`config.mk`:
```
export PLATFORM = sky130hd
export DESIGN_NAME = dma_irq_hold_ctrl
export DESIGN_NICKNAME = d
export VERILOG_FILES = /design/src/rtl/dmahold_pkg.sv /design/src/rtl/dmahold_qualify.sv /design/src/rtl/dmahold_supcnt.sv /design/src/rtl/dma_irq_hold_ctrl.sv
export SDC_FILE = /design/constraint.sdc
export NUM_CORES = 1
export LEC_CHECK = 0
export BUFFER_PORTS_ARGS = -buffer_cell sky130_fd_sc_hd__buf_2
export CAP_MARGIN = 0
export CORE_UTILIZATION = 25
export DETAILED_ROUTE_END_ITERATION = 7
export PLACE_DENSITY_LB_ADDON = 0.12
export SYNTH_ARGS = -nofsm -noshare
export SYNTH_HDL_FRONTEND = slang
export SYNTH_SLANG_ARGS = --single-unit
```
`constraint.sdc`:
```
create_clock -name clk -period 2.25 [get_ports clk]
set_clock_uncertainty 0.15 [all_clocks]
set_input_delay 0.225 -clock clk [delete_from_list [all_inputs] [get_ports clk]]
set_output_delay 0.225 -clock clk [all_outputs]
set_load 0.02 [all_outputs]
```
`src/rtl/dmahold_pkg.sv`:
```
package dmahold_pkg;

  typedef enum logic [1:0] {
    STEP_KEEP = 2'd0,
    STEP_UP   = 2'd1,
    STEP_DOWN = 2'd2
  } step_e;

  // Both strobes together cancel out.
  function automatic step_e decode_step(input logic inc, input logic dec);
    if (inc && !dec)      return STEP_UP;
    else if (dec && !inc) return STEP_DOWN;
    else                  return STEP_KEEP;
  endfunction

endpackage

```
`src/rtl/dmahold_qualify.sv`:
```
module dmahold_qualify #(
  parameter int NUM_IRQ = 8,
  parameter int LVL_W   = 5
) (
  input  logic                     nmi,
  input  logic [NUM_IRQ-1:0]       pend,
  input  logic [NUM_IRQ*LVL_W-1:0] lvls,
  input  logic [LVL_W-1:0]         thresh,
  output logic                     qual_any,
  output logic                     stall_req
);

  // Smaller level value is more urgent; strict comparison.
  function automatic logic is_urgent(input logic [LVL_W-1:0] lvl,
                                     input logic [LVL_W-1:0] thr);
    return lvl < thr;
  endfunction

  logic [NUM_IRQ-1:0] qual_vec;

  generate
    for (genvar i = 0; i < NUM_IRQ; i++) begin : g_cmp
      assign qual_vec[i] = pend[i] & is_urgent(lvls[i*LVL_W +: LVL_W], thresh);
    end
  endgenerate

  assign qual_any  = |qual_vec;
  assign stall_req = nmi | qual_any;

endmodule

```
`src/rtl/dmahold_supcnt.sv`:
```
module dmahold_supcnt
  import dmahold_pkg::*;
#(
  parameter int CNT_W = 4
) (
  input  logic             clk,
  input  logic             rst_n,
  input  logic             inc,
  input  logic             dec,
  output logic [CNT_W-1:0] cnt,
  output logic             err,
  output logic             sat_hit
);

  localparam logic [CNT_W-1:0] CNT_MAX = {CNT_W{1'b1}};

  function automatic logic [CNT_W-1:0] next_count(input logic [CNT_W-1:0] c,
                                                  input step_e s);
    case (s)
      STEP_UP:   return (c == CNT_MAX) ? c : c + 1'b1;
      STEP_DOWN: return (c == '0) ? c : c - 1'b1;
      default:   return c;
    endcase
  endfunction

  function automatic logic hits_limit(input logic [CNT_W-1:0] c, input step_e s);
    return ((s == STEP_UP) && (c == CNT_MAX)) || ((s == STEP_DOWN) && (c == '0));
  endfunction

  step_e step;
  assign step    = decode_step(inc, dec);
  assign sat_hit = hits_limit(cnt, step);

  always_ff @(posedge clk or negedge rst_n) begin
    if (!rst_n) begin
      cnt <= '0;
      err <= 1'b0;
    end else begin
      cnt <= next_count(cnt, step);
      if (sat_hit) err <= 1'b1;
    end
  end

endmodule

```
`src/rtl/dma_irq_hold_ctrl.sv`:
```
module dma_irq_hold_ctrl #(
  parameter int NUM_IRQ = 8,
  parameter int LVL_W   = 5,
  parameter int CNT_W   = 4
) (
  input  logic                     clk,
  input  logic                     rst_n,
  input  logic                     nmi_i,
  input  logic [NUM_IRQ-1:0]       irq_pend_i,
  input  logic [NUM_IRQ*LVL_W-1:0] irq_lvl_i,
  input  logic [LVL_W-1:0]         thresh_i,
  input  logic                     sup_inc_i,
  input  logic                     sup_dec_i,
  output logic                     hold_o,
  output logic                     paused_o,
  output logic [CNT_W-1:0]         sup_cnt_o,
  output logic                     sup_err_o
);

  logic qual_any;
  logic stall_req;
  logic sup_active;
  logic sat_hit;
  logic hold_next;
  logic hold_q;

  dmahold_qualify #(.NUM_IRQ(NUM_IRQ), .LVL_W(LVL_W)) u_qual (
    .nmi       (nmi_i),
    .pend      (irq_pend_i),
    .lvls      (irq_lvl_i),
    .thresh    (thresh_i),
    .qual_any  (qual_any),
    .stall_req (stall_req)
  );

  dmahold_supcnt #(.CNT_W(CNT_W)) u_cnt (
    .clk     (clk),
    .rst_n   (rst_n),
    .inc     (sup_inc_i),
    .dec     (sup_dec_i),
    .cnt     (sup_cnt_o),
    .err     (sup_err_o),
    .sat_hit (sat_hit)
  );

  assign sup_active = |sup_cnt_o;
  assign hold_next  = stall_req | sup_active;

  always_ff @(posedge clk or negedge rst_n) begin
    if (!rst_n) hold_q <= 1'b0;
    else        hold_q <= hold_next;
  end

  assign hold_o   = hold_q;
  assign paused_o = hold_q;

endmodule


```
==> impl_metrics.json, run 1 <==
{
  "fmax_ghz": 0.461,
  "gp_congestion": 0.700,
  "vias": 1157,
  "ys_warn_count": 0,
  "final_util": 0.375,
  "synth-seq-cells": 6,
  "cts_root_buf": "clkbuf_8",
  "period_needed_ps": 2170,
  "cts_buffer_depth": 2,
  "die_area_mm2": 0.00465,
  "grt_start_max_net_pins": 9,
  "post_cts_buffers": 0,
  "clkSinkCount": 6,
  "slew_violations": 0,
  "grt_pass1_wl_um": 4870,
  "initial_core_util": 0.266,
  "syn-num-nets": 222,
  "endpoint_kind": "flip-flop",
  "ant_nets": 0,
  "hold_violations": 0,
  "p_per_area_mw_per_mm2": 545,
  "synthSimpleGateAreaFrac": 0.219,
  "clk_latency_ps": 220,
  "die_h_um": 68.2,
  "syn-instance-count": 129,
  "critPathLaunchType": "flip-flop",
  "cts_tree": "built",
  "yosys.area.top_type": "ha_1",
  "status": "complete, no violations",
  "avgSynthCellArea_um2": 8.50,
  "path_clk_slew_ps": 40,
  "setup_viol": 0,
  "track_usage": 0.139,
  "cts-htree-levels": 1,
  "io-pin-count": 65,
  "vias_per_cell": 4.65,
  "first_pass_iters": 2,
  "arrival_ps": 2100,
  "antenna_cells": 0,
  "synth_compound_area_frac": 0.164,
  "die_w_um": 68.2,
  "drtIter0Drc": 13,
  "leakage_nw": 0.827,
  "synth_xor_xnor_area_share": 0.0320,
  "routed_wl_um": 2940,
  "globalRouteOverflowTotal": 0,
  "post-route-period-util": 0.964,
  "io_buffers": 64,
  "vdd_drop_max_uv": 238,
  "num_rows": 23,
  "antenna_found_initial": 0,
  "critical_path_required_ps": 2180,
  "ys_seq_area_frac": 0.137,
  "area_growth_pct": 41.0,
  "placeableCoreArea_mm2": 0.00412,
  "cts_resized": 0,
  "syn_area_mm2": 0.00110,
  "tightest_slew_ps": 398,
  "grt_pass1_vias": 1181,
  "nNetsFinal": 294,
  "maxCapViolCount": 0,
  "fin_tns_setup_ps": 0,
  "dp_hpwl_um": 2650,
  "wl_per_cell_um": 11.8,
  "hp-class": "primary input to async pin",
  "critPathMaxFanout": 3,
  "crit_type": "flip-flop to flip-flop",
  "synthMuxAreaShare": 0,
  "rsz0062_at_grt": "true",
  "relSlewSlack": 0.728,
  "synth_top_area_frac": 0.388,
  "cts_buffers": 3,
  "r2r-start": "u_cnt.cnt[1]",
  "startpoint": "u_cnt.cnt[1]",
  "drive_above_1_share": 0.377,
  "yosysUniqueCellTypes": 29,
  "drc": 0,
  "synth_top_family_by_area": "adder cells",
  "synthTopCellsByArea": "ha_1 (39%), dfrtp_1 (14%), a21oi_1 (6.4%)",
  "synthAdderAreaFrac": 0.406
}
per-layer routing:
layer	vias up	wire length [um]	track usage
met1	504	1260	0.158
met3	2	122	0.0200
met2	37	1530	0.267
met4	0	28	0.0286
li1	614	-	-
met5	-	0	0
metrics by stage:
| step | power [mW] | setup WS (ps) | area, um^2 | std cells | hold slack (ps) |
|---|---|---|---|---|---|
| global placement | 0.681 | 127 | 1490 | 245 | -97.5 |
| finish | 0.843 | 81.8 | 1550 | 249 | 203 |
| CTS | 0.860 | 52.8 | 1550 | 249 | 202 |
| global route | 0.938 | -23.1 | 1550 | 249 | 237 |
| detailed placement | 0.693 | 57.9 | 1490 | 245 | -97.2 |
| floorplan | 0.491 | 73.1 | 1100 | 129 | -221 |
kinds of logic (layout without fill, tap and decap cells):
logic type      Yosys count  in the layout
xor+xnor                  4              4
simple gates             43             43
buf+inv                  11             81
fa+ha+maj                35             35
compound gates           30             30
flops                     6              6
final timing paths:
path,endpoint,cells after the start,slack [ps]
worst max-delay path,hold_o,5,80
worst min-delay path,u_cnt.cnt[1],2,200
worst max register to register,hold_o,5,80
worst min register to register,u_cnt.err,1,320
max in group asynchronous,u_cnt.cnt[3],2,1600
min in group clk,u_cnt.err,1,320
critical path, cell delays in order (launching register included):
cell and delay [ps]:
dfrtp_1 380, or4_4 560, a311oi_2 250, a21oi_1 70, nor4_2 150, or4b_1 470
where the power goes:
group | internal, mW | switching [mW] | total, mW | leakage (nW)
sequential | 0.154 | 0.0369 | 0.191 | 0.0663
clock | 0.115 | 0.0433 | 0.158 | 0.0216
combinational | 0.228 | 0.266 | 0.494 | 0.739
registers in the layout, indices dropped and copies added (netlist names):
signal and cells:
u_cnt.cnt 4, hold_o 1, u_cnt.err 1
cell type report:
type	count	area (um^2)
tap	50	62.6
multi-input combinational	112	901
clock buffer	3	41.3
sequential	6	150
inverter	10	37.5
timing repair buffer	68	353
fill	446	2570
synthesized netlist by cell type:
master      n
xnor2_1     2
nand3_1     4
a21o_2      1
o21ai_1     2
a21oi_1    14
and2b_1     1
xor2_1      2
o21ai_0     4
nand3b_1    5
a21o_1      1
buf_4       1
or4b_1      1
inv_1      10
ha_1       34
nor4_2      1
nor3_1      1
o22ai_1     2
a2111oi_0   2
or4_4       1
nand2_1    17
or2_2       1
nand2b_1    6
a31oi_1     3
fa_1        1
nor2b_1     3
dfrtp_1     6
nor2_1      1
nand4_1     1
a311oi_2    1
repair_timing:
action,in CTS,in global routing
hold buffers,1,0
hold endpoints to repair,6,0
endpoints found under the setup margin,0,1
cells in the final DEF, fill, tap and decap left out, types with 2 or more instances in the layout:
| cell | netlist | final |
|---|---|---|
| a2111oi_0 | 2 | 2 |
| a21oi_1 | 14 | 14 |
| a31oi_1 | 3 | 3 |
| buf_2 | 0 | 64 |
| buf_4 | 1 | 3 |
| clkbuf_8 | 0 | 3 |
| dfrtp_1 | 6 | 6 |
| ha_1 | 34 | 34 |
| inv_1 | 10 | 10 |
| nand2_1 | 17 | 17 |
| nand2b_1 | 6 | 6 |
| nand3_1 | 4 | 4 |
| nand3b_1 | 5 | 5 |
| nor2b_1 | 3 | 3 |
| o21ai_0 | 4 | 4 |
| o21ai_1 | 2 | 2 |
| o22ai_1 | 2 | 2 |
| xnor2_1 | 2 | 2 |
| xor2_1 | 2 | 2 |
No activity file was read; power rests on OpenSTA's default activity.
==> inputs of run 2 (changes only) <==
Settings changed: CAP_MARGIN 0 to 30, RECOVER_POWER set to 25.
==> run 2 against run 1 <==
Effect of this change:
- sequential share of layout area about the same
- count of clock-buffer cells in the layout unchanged
- register-to-register slack about the same
- critical path type unchanged
==> impl_metrics.json, run 2 (synthesis results as in run 1) <==
{
  "clk_latency_ps": 220,
  "io-pin-count": 65,
  "placedCellCount": 245,
  "first_pass_iters": 2,
  "vias_per_cell": 4.65,
  "relSlewSlack": 0.728,
  "comb_power_share": 0.586,
  "hold_violations": 0,
  "track_usage": 0.139,
  "cts_root_buf": "clkbuf_8",
  "ant_nets": 0,
  "antenna_found_initial": 0,
  "wl_per_cell_um": 11.8,
  "die_w_um": 68.2,
  "power_switching_mw": 0.347,
  "regMostFlops": "u_cnt.cnt",
  "ff2ff_setup_slack_ps": 80,
  "path_clk_slew_ps": 40,
  "mostFrequentLayoutCells": "buf_2 (63), ha_1 (34), nand2_1 (17), a21oi_1 (14), inv_1 (10)",
  "crit_path_top_delay_cell": "or4_4",
  "status": "complete, no violations",
  "grt_start_max_net_pins": 9,
  "crit_type": "flip-flop to flip-flop",
  "tightest_slew_ps": 398,
  "maxCapViolCount": 0,
  "fin_tns_setup_ps": 0,
  "clkSinkCount": 6,
  "initial_core_util": 0.266,
  "setup_viol": 0,
  "drc": 0,
  "cts_buffers": 3,
  "internal_power_mw": 0.496,
  "antenna_cells": 0,
  "endpoint_kind": "flip-flop",
  "critPathLaunchType": "flip-flop",
  "grt_pass1_vias": 1181,
  "placeableCoreArea_mm2": 0.00412,
  "grt_pass1_wl_um": 4870,
  "final_common_cell": "buf_2",
  "critPathMaxFanout": 3,
  "die_h_um": 68.2,
  "p_per_area_mw_per_mm2": 546,
  "power_frac_seq": 0.226,
  "post-route-period-util": 0.963,
  "slowest_delay_ps": 560,
  "drive_above_1_share": 0.372,
  "vdd_drop_max_uv": 239,
  "post-place-ws_ps": 57.9,
  "dp_hpwl_um": 2650,
  "worstPathCellList": "or4_4 > a311oi_2 > a21oi_1 > nor4_2 > or4b_1",
  "hp-class": "primary input to async pin",
  "cts_buffer_depth": 2,
  "routed_wl_um": 2940,
  "leakage_nw": 0.824,
  "cts_tree": "built",
  "post_cts_buffers": 0,
  "critical_path_required_ps": 2180,
  "die_area_mm2": 0.00465,
  "vias": 1157,
  "fmax_ghz": 0.461,
  "fin_ws_ps": 82.8,
  "sw_frac_of_total": 0.411,
  "slew_violations": 0,
  "drtIter0Drc": 14,
  "fill_cells": 447,
  "gp_congestion": 0.700,
  "stdcell_count": 249,
  "largest_register_ff_count": 4,
  "p_clk_frac": 0.187,
  "cts-htree-levels": 1,
  "area_growth_pct": 40.9,
  "nNetsFinal": 294,
  "period_needed_ps": 2170,
  "io_buffers": 64,
  "num_rows": 23,
  "arrival_ps": 2100,
  "rsz0062_at_grt": "true",
  "cts_resized": 0,
  "globalRouteOverflowTotal": 0
}
-- run 2: path summary, 6_finish.rpt --
| path | startpoint | end | cells past startpoint |
|---|---|---|---|
| min | rst_n | u_cnt.cnt[1] | 2 |
| min in group clk | u_cnt.err | u_cnt.err | 1 |
| max in group asynchronous | rst_n | u_cnt.cnt[3] | 2 |
| min reg2reg | u_cnt.err | u_cnt.err | 1 |
| max | u_cnt.cnt[1] | hold_o | 5 |
| max reg2reg | u_cnt.cnt[1] | hold_o | 5 |
-- run 2: layout make-up --
| class | count | area, um^2 | area share |
|---|---|---|---|
| clock buffer | 3 | 41.3 | 0.0267 |
| inverter | 10 | 37.5 | 0.0243 |
| multi-input combinational | 112 | 901 | 0.583 |
| sequential | 6 | 150 | 0.0972 |
| tap | 50 | 62.6 | 0.0405 |
| timing repair buffer | 68 | 352 | 0.228 |
-- run 2: critical path: cells and delay by family, from the launching register on --
family / cells / cell delay (ps)
compound gates: 2 / 320
flops: 1 / 380
simple gates: 3 / 1180
-- run 2: per-layer routing --
layer  share of wire  vias to the layer above  track usage
met4          0.0095                        0       0.0286
met3           0.042                        2       0.0200
met1            0.43                      504        0.158
li1                -                      614            -
met2            0.52                       37        0.267
met5               0                        -            0
-- run 2: per-stage QoR --
| step | area (um^2) | utilization | hold WS (ps) | power [mW] |
|---|---|---|---|---|
| global route | 1540 | 0.375 | 309 | 0.938 |
| floorplan | 1100 | - | -221 | 0.491 |
| CTS | 1550 | 0.375 | 202 | 0.860 |
| finish | 1540 | 0.375 | 253 | 0.843 |
| detailed placement | 1490 | 0.363 | -97.2 | 0.693 |
| global placement | 1490 | 0.363 | -97.5 | 0.681 |
-- run 2: power groups by stage --
stage / clock network, mW / logic [mW] / registers (mW)
final: 0.158 / 0.494 / 0.191
after global routing: 0.171 / 0.567 / 0.199
after CTS: 0.163 / 0.505 / 0.192
after detailed placement: 0 / 0.500 / 0.193
after global placement: 0 / 0.492 / 0.188
after floorplan: 0 / 0.234 / 0.257
-- run 2: timing repair --
item	CTS	global route
hold buffers	1	0
setup endpoints to repair	0	1
hold endpoints to repair	6	0
